[config.mk]
export PLATFORM = sky130hd
export DESIGN_NAME = aux_req_framer
export DESIGN_NICKNAME = d
export VERILOG_FILES = /design/src/rtl/aux_req_framer_pkg.sv /design/src/rtl/aux_frm_seq.sv /design/src/rtl/aux_frm_bytesel.sv /design/src/rtl/aux_frm_txbuf.sv /design/src/rtl/aux_req_framer.sv
export SDC_FILE = /design/constraint.sdc
export NUM_CORES = 1
export LEC_CHECK = 0
export BUFFER_PORTS_ARGS = -buffer_cell sky130_fd_sc_hd__buf_2
export CORE_MARGIN = 5
export CORE_UTILIZATION = 25
export DETAILED_ROUTE_END_ITERATION = 16
export GPL_TIMING_DRIVEN = 0
export PLACE_DENSITY_LB_ADDON = 0.05
export SLEW_MARGIN = 20
export SYNTH_ARGS = -nofsm -noshare
export SYNTH_HDL_FRONTEND = slang
export SYNTH_SLANG_ARGS = --single-unit
[constraint.sdc]
create_clock -name clk -period 2.53 [get_ports clk]
set_input_delay 0.1265 -clock clk [delete_from_list [all_inputs] [get_ports clk]]
set_output_delay 0.1265 -clock clk [all_outputs]
set_load 0.02 [all_outputs]
[src/rtl/aux_req_framer_pkg.sv]
// Package: shared state type and command classification for the framer.
// Assumes command codes follow the 4-bit auxiliary-channel request encoding.
package aux_req_framer_pkg;

    typedef enum logic [2:0] {
        ST_IDLE,
        ST_ACK,
        ST_WAIT,
        ST_LOAD,
        ST_FIRE
    } frm_state_t;

    localparam logic [3:0] CMD_NATIVE_WR  = 4'h8;
    localparam logic [3:0] CMD_I2C_WR     = 4'h0;
    localparam logic [3:0] CMD_I2C_WR_MOT = 4'h4;

    // Returns 1 when the command carries payload bytes.
    function automatic logic cmd_is_write(input logic [3:0] cmd);
        return (cmd == CMD_NATIVE_WR) || (cmd == CMD_I2C_WR) ||
               (cmd == CMD_I2C_WR_MOT);
    endfunction

endpackage

[src/rtl/aux_frm_seq.sv]
// Sequencer: accepts or rejects a request, acknowledges the done flag,
// waits for it to clear, loads one byte per cycle, then fires go.
// Assumes total is stable from the cycle after acceptance onward.
module aux_frm_seq
    import aux_req_framer_pkg::*;
#(
    parameter int CNT_W = 5
) (
    input  logic             clk,
    input  logic             rst_n,
    input  logic             req_valid,
    input  logic             len_ok,
    input  logic             done_in,
    input  logic [CNT_W-1:0] ptr,
    input  logic [CNT_W-1:0] total,
    output logic             accept,
    output logic             reject,
    output logic             ptr_clr,
    output logic             wr_en,
    output logic             done_ack,
    output logic             busy,
    output logic             go
);

    frm_state_t state, state_nx;
    logic       last_byte;

    assign last_byte = (ptr == total - CNT_W'(1));

    // Next-state selection.
    always_comb begin
        state_nx = state;
        case (state)
            ST_IDLE: if (accept)   state_nx = ST_ACK;
            ST_ACK:                state_nx = ST_WAIT;
            ST_WAIT: if (!done_in) state_nx = ST_LOAD;
            ST_LOAD: if (last_byte) state_nx = ST_FIRE;
            ST_FIRE:               state_nx = ST_IDLE;
            default:               state_nx = ST_IDLE;
        endcase
    end

    // State register.
    always_ff @(posedge clk) begin
        if (!rst_n) state <= ST_IDLE;
        else        state <= state_nx;
    end

    assign accept   = (state == ST_IDLE) && req_valid && len_ok;
    assign reject   = (state == ST_IDLE) && req_valid && !len_ok;
    assign ptr_clr  = (state == ST_ACK);
    assign done_ack = (state == ST_ACK);
    assign wr_en    = (state == ST_LOAD);
    assign go       = (state == ST_FIRE);
    assign busy     = (state != ST_IDLE);

endmodule

[src/rtl/aux_frm_bytesel.sv]
// Byte selector: returns the frame byte for a buffer index from the
// captured request. Assumes only indices below the byte count are used.
module aux_frm_bytesel #(
    parameter int MAX_LEN = 16,
    parameter int LEN_W   = 5,
    parameter int IDX_W   = 5
) (
    input  logic [IDX_W-1:0]     idx,
    input  logic [3:0]           cmd,
    input  logic [19:0]          addr,
    input  logic [LEN_W-1:0]     len,
    input  logic [MAX_LEN*8-1:0] data,
    output logic [7:0]           byte_out
);

    logic [IDX_W-1:0] off;
    logic [7:0]       pay;

    assign off = idx - IDX_W'(4);

    // Payload byte pick for indices from 4 upward.
    always_comb begin
        pay = 8'h00;
        for (int i = 0; i < MAX_LEN; i++) begin
            if (off == IDX_W'(i)) pay = data[8*i +: 8];
        end
    end

    // Header, length or payload byte by position.
    always_comb begin
        case (idx)
            IDX_W'(0): byte_out = {cmd, addr[19:16]};
            IDX_W'(1): byte_out = addr[15:8];
            IDX_W'(2): byte_out = addr[7:0];
            IDX_W'(3): byte_out = 8'(len) - 8'd1;
            default:   byte_out = pay;
        endcase
    end

endmodule

[src/rtl/aux_frm_txbuf.sv]
// Transmit buffer: byte array with a write pointer that is cleared at frame
// start and advances after each write; combinational read port.
module aux_frm_txbuf #(
    parameter int DEPTH = 20,
    parameter int IDX_W = 5
) (
    input  logic             clk,
    input  logic             rst_n,
    input  logic             ptr_clr,
    input  logic             wr_en,
    input  logic [7:0]       wr_byte,
    output logic [IDX_W-1:0] ptr,
    input  logic [IDX_W-1:0] rd_idx,
    output logic [7:0]       rd_byte
);

    logic [7:0] mem [DEPTH];

    // Pointer: cleared per frame, advances on each write.
    always_ff @(posedge clk) begin
        if (!rst_n || ptr_clr) ptr <= '0;
        else if (wr_en)        ptr <= ptr + IDX_W'(1);
    end

    // Storage write at the pointer.
    always_ff @(posedge clk) begin
        if (!rst_n) begin
            for (int i = 0; i < DEPTH; i++) mem[i] <= 8'h00;
        end else if (wr_en) begin
            for (int i = 0; i < DEPTH; i++)
                if (ptr == IDX_W'(i)) mem[i] <= wr_byte;
        end
    end

    // Read mux; indices past the depth read as zero.
    always_comb begin
        rd_byte = 8'h00;
        for (int i = 0; i < DEPTH; i++)
            if (rd_idx == IDX_W'(i)) rd_byte = mem[i];
    end

endmodule

[src/rtl/aux_req_framer.sv]
// Top: captures a request, computes the byte count, and drives the
// sequencer, byte selector and transmit buffer. Requests are taken only
// when idle; lengths above MAX_LEN are refused.
module aux_req_framer
    import aux_req_framer_pkg::*;
#(
    parameter int MAX_LEN = 16,
    parameter int DLY_W   = 4,
    parameter int LEN_W   = $clog2(MAX_LEN + 1),
    parameter int CNT_W   = $clog2(MAX_LEN + 5),
    parameter int IDX_W   = CNT_W
) (
    input  logic                 clk,
    input  logic                 rst_n,
    input  logic                 req_valid,
    input  logic [3:0]           req_cmd,
    input  logic [19:0]          req_addr,
    input  logic [LEN_W-1:0]     req_len,
    input  logic [DLY_W-1:0]     req_delay,
    input  logic [MAX_LEN*8-1:0] req_data,
    input  logic                 done_in,
    output logic                 done_ack,
    output logic                 busy,
    output logic                 err,
    output logic                 go,
    output logic [CNT_W-1:0]     wr_bytes,
    output logic [DLY_W-1:0]     start_delay,
    input  logic [IDX_W-1:0]     rd_idx,
    output logic [7:0]           rd_byte
);

    localparam int DEPTH = MAX_LEN + 4;

    logic                 accept, reject, ptr_clr, wr_en, len_ok;
    logic [IDX_W-1:0]     ptr;
    logic [7:0]           wr_byte;
    logic [3:0]           cmd_q;
    logic [19:0]          addr_q;
    logic [LEN_W-1:0]     len_q;
    logic [MAX_LEN*8-1:0] data_q;
    logic [CNT_W-1:0]     total_nx;

    assign len_ok = (int'(req_len) <= MAX_LEN);

    // Byte count for the incoming request.
    always_comb begin
        total_nx = (req_len != '0) ? CNT_W'(4) : CNT_W'(3);
        if (cmd_is_write(req_cmd)) total_nx = total_nx + CNT_W'(req_len);
    end

    // Request capture on acceptance.
    always_ff @(posedge clk) begin
        if (!rst_n) begin
            cmd_q       <= '0;
            addr_q      <= '0;
            len_q       <= '0;
            data_q      <= '0;
            wr_bytes    <= '0;
            start_delay <= '0;
        end else if (accept) begin
            cmd_q       <= req_cmd;
            addr_q      <= req_addr;
            len_q       <= req_len;
            data_q      <= req_data;
            wr_bytes    <= total_nx;
            start_delay <= req_delay;
        end
    end

    // Rejection pulse.
    always_ff @(posedge clk) begin
        if (!rst_n) err <= 1'b0;
        else        err <= reject;
    end

    aux_frm_seq #(.CNT_W(CNT_W)) u_seq (
        .clk      (clk),
        .rst_n    (rst_n),
        .req_valid(req_valid),
        .len_ok   (len_ok),
        .done_in  (done_in),
        .ptr      (ptr),
        .total    (wr_bytes),
        .accept   (accept),
        .reject   (reject),
        .ptr_clr  (ptr_clr),
        .wr_en    (wr_en),
        .done_ack (done_ack),
        .busy     (busy),
        .go       (go)
    );

    aux_frm_bytesel #(.MAX_LEN(MAX_LEN), .LEN_W(LEN_W), .IDX_W(IDX_W)) u_sel (
        .idx     (ptr),
        .cmd     (cmd_q),
        .addr    (addr_q),
        .len     (len_q),
        .data    (data_q),
        .byte_out(wr_byte)
    );

    aux_frm_txbuf #(.DEPTH(DEPTH), .IDX_W(IDX_W)) u_buf (
        .clk    (clk),
        .rst_n  (rst_n),
        .ptr_clr(ptr_clr),
        .wr_en  (wr_en),
        .wr_byte(wr_byte),
        .ptr    (ptr),
        .rd_idx (rd_idx),
        .rd_byte(rd_byte)
    );

endmodule

Word-level counts from Yosys, hierarchy flattened
Memories as Yosys holds them, arrays and structs flattened.
Index checks and enable logic that the tools add are counted.

word-level totals
  register bits after elaboration = 175
  bits in writable memories = 160
  bits of input ports = 170
  output and inout bits = 21
  memories kept = 1

operators by class
  $add $sub $neg = 5
  $lt $le $gt $ge = 1
  eq/ne operators = 63
  multiplexer cells = 144
  bitwise gates (word level) = 20
  reductions and logical operators = 16

memory list
  memory     depth  bits a word  rd ports  clocked after Yosys merged registers in  wr ports  RTL line             source
  u_buf.mem  20     8            20        0                                        20        aux_frm_txbuf.sv:17  logic [7:0] mem [DEPTH];

operators with widths
  cell                                                                 number
  8-bit two-way mux                                                    56
  5-bit by 4-bit == test with 1-bit output (second input constant)     24
  1-bit two-way mux                                                    81
  5-bit by 3-bit == test with 1-bit output (second input constant)     12
  5-bit == test (second input constant)                                8
  8-bit one-hot mux with 4 select lines                                1
  5-bit by 2-bit == test with 1-bit output (second input constant)     6
  1-bit OR                                                             20
  5-bit by 1-bit == test with 1-bit output (second input constant)     3
  5-bit logical NOT                                                    3
  3-bit two-way mux                                                    4
  3-bit one-hot mux with 4 select lines                                1
  3-bit by 2-bit == test with 1-bit output (second input constant)     2
  2-bit != test (second input constant)                                3
  5-bit by 1-bit subtractor with 6-bit output (second input constant)  1
  3-bit by 5-bit adder with 5-bit output                               1
  5-bit by 1-bit adder with 5-bit output (second input constant)       1
  5-bit == test                                                        1
  5-bit less-or-equal comparator (second input constant)               1
  5-bit two-way mux                                                    1
  5-bit nonzero test                                                   1
  5-bit by 1-bit subtractor with 5-bit output (second input constant)  1
  5-bit by 3-bit subtractor with 5-bit output (second input constant)  1
  4-bit by 3-bit == test with 1-bit output (second input constant)     1
  other kinds (10)                                                     15

Depth between registers and ports, before layout
  depth after elaboration = 21
  depth in mapped cells = 12
  gate-level depth less buffers = 11

Cells and area by module
Synthesis repeated with hierarchy kept, for this count alone.

unflattened totals
  cells, all modules = 1580
  area total of the unflattened synthesis = 16343.2 um2

by module, submodules not included
  module           instances  cells an instance  area each (um2)  sequential area each (um2)
  aux_frm_txbuf    1          717                7770.0           4904.7
  aux_req_framer   1          561                6379.9           3343.2
  aux_frm_bytesel  1          264                1890.6           0.0
  aux_frm_seq      1          38                 302.8            60.1

Worst setup path after synthesis
OpenSTA, ideal clock, no wires.

  path kind = register -> register
  from = register u_buf.ptr[0]
  to = memory u_buf.mem[2][4] (netlist: u_buf.mem[0][20]) (data pin)
  library setup time = 0.150 ns
  arrival time = 2.311 ns
  slack = 0.069 ns
  stages on the path, launching flop included = 11
  cell sequence = dfxtp_1 inv_1 ha_1 or4_4 o21ai_2 o221a_1 buf_6 o211ai_2 o21bai_4 buf_6 a21oi_1

RTL lines
  element                 RTL line             source
  start, declared         aux_frm_txbuf.sv:12  output logic [IDX_W-1:0] ptr,
  start signal, assigned  aux_frm_txbuf.sv:22  else if (wr_en) ptr <= ptr + IDX_W'(1);
  end, declared           aux_frm_txbuf.sv:17

==> impl_metrics.csv <==
group,metric,value,unit
outcome,status,"finished, violations left",
outcome,violations,"setup timing",
floorplan,die-area,0.0721,mm^2
routing,routed_wl,80.3,mm
logic_synthesis,yosysSeqAreaShare,49.7,%
routing,route.vias.total,15867,
logic_synthesis,synth-seq-cells,335,
logic_synthesis,synth_top_family_by_area,"simple AND/OR/NAND/NOR gates",
placement,gp_congestion,0.888,
power_and_ir_drop,p_sw,3.70,mW
power_and_ir_drop,pwr-share-comb,12.0,%
routing,wire_per_inst,25.3,um
routing,drtIter0Drc,942,
timing,fmaxAchievable,363,MHz
clock_tree,clk_pin_slew_worst_paths,0.05,ns
timing,fin_crit,2.76,ns
logic_synthesis,synth_xor_area_share,0.577,%
grt,first_global_vias,16131,
clock_tree,cts_made_buffers,44,
critical_path,required,2.84,ns
cells_and_area,nNetsFinal,2463,
timing,worst_pin_slew,1.14,ns
critical_path,crit_path_start_kind,"flip-flop",
clock_tree,root_buffer,"clkbuf_16",
logic_synthesis,yosys.area_share.simple,21.3,%
grt,grt_pass1_wl,114,mm
floorplan,die_x,269,um
clock_tree,cts_max_level,2,
critical_path,critical_path.slowest_cell,"a222oi_1",
grt,grt-ovfl-total,0,
power_and_ir_drop,power_density,598,mW/mm^2
power_and_ir_drop,power.total,14.4,mW
power_and_ir_drop,p_sw_share,25.6,%
run,drv_cap,0,
logic_synthesis,syn-num-nets,1992,
logic_synthesis,synth_warnings,0,
logic_synthesis,synth-edff-count,160,
power_and_ir_drop,seqPwrFrac,42.2,%
timing,fin_hold_ws,0.0324,ns
critical_path,max_stage_delay,0.55,ns
clock_tree,clock_latency,0.58,ns
critical_path,crit_path_end_kind,"flip-flop",
power_and_ir_drop,power_frac_clock,45.8,%
power_and_ir_drop,max-vdd-ir-drop,0.000396,V
grt,track_usage,21.5,%
logic_synthesis,synth_ff_type,"dfxtp_1",
timing,rsz0062_at_grt,"true",
floorplan,dieHeight,269,um
logic_synthesis,ys_types,103,
floorplan,num_rows,94,
timing,skew,0.0245,ns
power_and_ir_drop,p_leak,8.80,nW
hold_path,hold_class,"in -> reg",
cells_and_area,area_delta_synth_final,44.3,%
logic_synthesis,synth_compound_area_share,21.3,%
logic_synthesis,synth_fa_ha_area_share,0.869,%
logic_synthesis,synthCells,1811,
placement,place_area,0.0187,mm^2
floorplan,initial_core_util,25.3,%
critical_path,cp_cell_sequence,"inv_4 > ha_4 > and4bb_2 > a222oi_1 > o21ai_2 > a221oi_4 > buf_6 > buf_12 > nor2_4",
power_and_ir_drop,p_int,10.7,mW
routing,ant_nets,0,
routing,drt-pass1-iter-count,5,
routing,via_per_inst,4.99,
grt,antenna_found_initial,0,
clock_tree,cts_sinks,335,
critical_path,crit_fanout,8,
placement,io_buffers,188,
cells_and_area,layout-drive-gt1-share,27.5,%
critical_path,cp_data_arrival_time,3.07,ns
logic_synthesis,syn_area,0.0167,mm^2
cells_and_area,finalInstanceArea,0.0241,mm^2
routing,remaining_drc_errors,0,
placement,hpwl,58.5,mm
timing,setup_viol,149,
floorplan,ioPinCount,191,
logic_synthesis,postSynth.asyncResetShare,0,%
timing,slew_headroom,24.3,%
grt,grt_max_degree,12,
logic_synthesis,muxShareOfSynthArea,1.68,%
timing,hold_viol,0,
timing,timing.final.ws_setup,-0.226,ns
floorplan,coreArea,0.0660,mm^2
timing,drv_slew,0,
clock_tree,cts_tree,"yes",
critical_path,path_class,"reg -> reg",
clock_tree,max-clock-path-buffers,3,
cells_and_area,n_antenna_cell,0,
timing,period_share,109,%
logic_synthesis,avgSynthCellArea,9.23,um^2
[cell families after synthesis]
family | count (synthesis)
buffers and inverters | 160
AO/OA/AOI/OAI | 491
multiplexers | 23
flip-flops | 335
AND/OR/NAND/NOR | 780
adder cells (fa/ha/maj) | 11
XOR/XNOR | 11
[area by class of cell]
type | count | area [um^2]
clock inverter | 14 | 226
inverter | 26 | 119
sequential | 335 | 8320
tap | 864 | 1080
timing repair buffer | 428 | 3410
buffer | 130 | 950
clock buffer | 64 | 1280
multi-input combinational | 1317 | 8730
fill | 6748 | 41900
[critical path, delay by kind of cell, from the launching register on]
family / cells / cell delay [ns]
adders and majority gates: 1 / 0.19
AOI/OAI and AO/OA: 3 / 1.06
and+or+nand+nor: 2 / 0.40
buffers and inverters: 3 / 0.43
DFF: 1 / 0.40
[repair_timing]
item	CTS	global route
pin swaps	33	33
hold buffers	165	0
cloned	6	2
hold endpoints to repair	163	0
setup buffers	57	13
setup endpoints to repair	410	393
resized for setup	236	176
[sequential cells by signal (all words and copies together) (netlist names)]
| signal | cells |
|---|---|
| err | 1 |
| len_q | 5 |
| u_buf.mem | 160 |
| wr_bytes | 5 |
| u_buf.ptr | 5 |
| data_q | 128 |
| addr_q | 20 |
| cmd_q | 4 |
| start_delay | 4 |
| u_seq.state | 3 |
[per-layer routing]
metal	global-route usage [%]	part of all wire [%]	up-vias
met5	0	0	-
met4	7.24	3.7	0
met3	2.83	4.7	142
met2	37.6	49	467
met1	27.6	42	7834
li1	-	-	7424
[power by group through the flow]
stage | logic (mW) | clock network, mW | registers (mW)
floorplan | 0.722 | 0 | 6.11
global placement | 1.34 | 0 | 6.19
detailed placement | 1.35 | 0 | 6.20
CTS | 1.67 | 6.77 | 6.08
global route | 1.86 | 6.98 | 6.10
finish | 1.73 | 6.61 | 6.08
[final timing paths]
| check | startpoint | end | slack (ns) | cells past startpoint |
|---|---|---|---|---|
| worst max register to register | u_buf.ptr[0]$_SDFFE_PP0P_ | u_buf.mem[0][149]$_DFFE_PP_ | -0.23 | 9 |
| worst min-delay path | done_in | u_seq.state[0]$_SDFFE_PN0P_ | 0.03 | 5 |
| worst max-delay path | u_buf.ptr[0]$_SDFFE_PP0P_ | u_buf.mem[0][149]$_DFFE_PP_ | -0.23 | 9 |
| worst min register to register | start_delay[3]$_SDFFE_PN0P_ | start_delay[3]$_SDFFE_PN0P_ | 0.46 | 2 |
[cell usage in the layout, fill, tap and decap left out, drive strengths merged, types with 6 or more instances in the layout]
master	instances
clkbuf	145
nor2	161
xnor2	9
buf	310
dfxtp	175
o221ai	11
a21oi	82
a31oi	11
nand2	427
o22ai	14
nor2b	20
dlygate4sd3	165
nand2b	22
mux2i	18
nand3	19
a221oi	12
a21o	9
a21boi	164
o2bb2ai	6
edfxtp	160
o211ai	13
nand3b	11
a22oi	24
nor3	46
ha	10
bufinv	6
nor4b	7
inv	23
and2	6
clkinv	7
nor3b	15
o21ai	56
and3	7
a32oi	8
a211oi	17
[cell usage after synthesis, drive strengths merged, types with 5 or more instances]
| cell type | number | area share, % |
|---|---|---|
| o211ai | 13 | 0.61 |
| mux2i | 18 | 1.1 |
| or3b | 5 | 0.26 |
| dfxtp | 175 | 21 |
| buf | 54 | 2.2 |
| nor2 | 161 | 3.6 |
| nor3b | 15 | 0.77 |
| a31oi | 11 | 0.41 |
| inv | 25 | 0.56 |
| and3 | 7 | 0.26 |
| a22oi | 24 | 1.1 |
| a21o | 9 | 0.40 |
| nor4 | 5 | 0.22 |
| ha | 10 | 0.75 |
| o22ai | 14 | 0.52 |
| edfxtp | 160 | 29 |
| o32ai | 5 | 0.31 |
| nor4b | 7 | 0.71 |
| o21a | 5 | 0.22 |
| clkbuf | 80 | 1.8 |
| xnor2 | 9 | 0.47 |
| or2 | 5 | 0.19 |
| o31ai | 5 | 0.22 |
| a32oi | 8 | 0.53 |
| nand3 | 19 | 0.57 |
| nor3 | 46 | 1.4 |
| a22o | 5 | 0.26 |
| a221oi | 12 | 0.67 |
| nand2b | 22 | 0.82 |
| o2111ai | 5 | 0.30 |
| a21boi | 164 | 7.4 |
| nand2 | 426 | 9.6 |
| a211oi | 17 | 0.76 |
| o21ai | 56 | 1.7 |
| nand3b | 11 | 0.49 |
| o2bb2ai | 6 | 0.31 |
| o221ai | 11 | 0.61 |
| and4bb | 5 | 0.37 |
| and2 | 6 | 0.22 |
| a21oi | 82 | 2.6 |
| nor2b | 20 | 0.75 |
[per-stage QoR]
stage / TNS [ns] / util [%] / setup WS, ns / cells
6_report: -17.79 / 36.5 / -0.226 / 3178
3_3_place_gp: -265.46 / 28.4 / -1.37 / 2863
3_5_place_dp: -265.71 / 28.4 / -1.39 / 2864
2_1_floorplan: 0 / - / 0.0691 / 1811
5_1_grt: -26.73 / 36.5 / -0.276 / 3178
4_1_cts: -11.93 / 35.4 / -0.198 / 3165
Note: power is estimated with default switching activity, not from simulation.
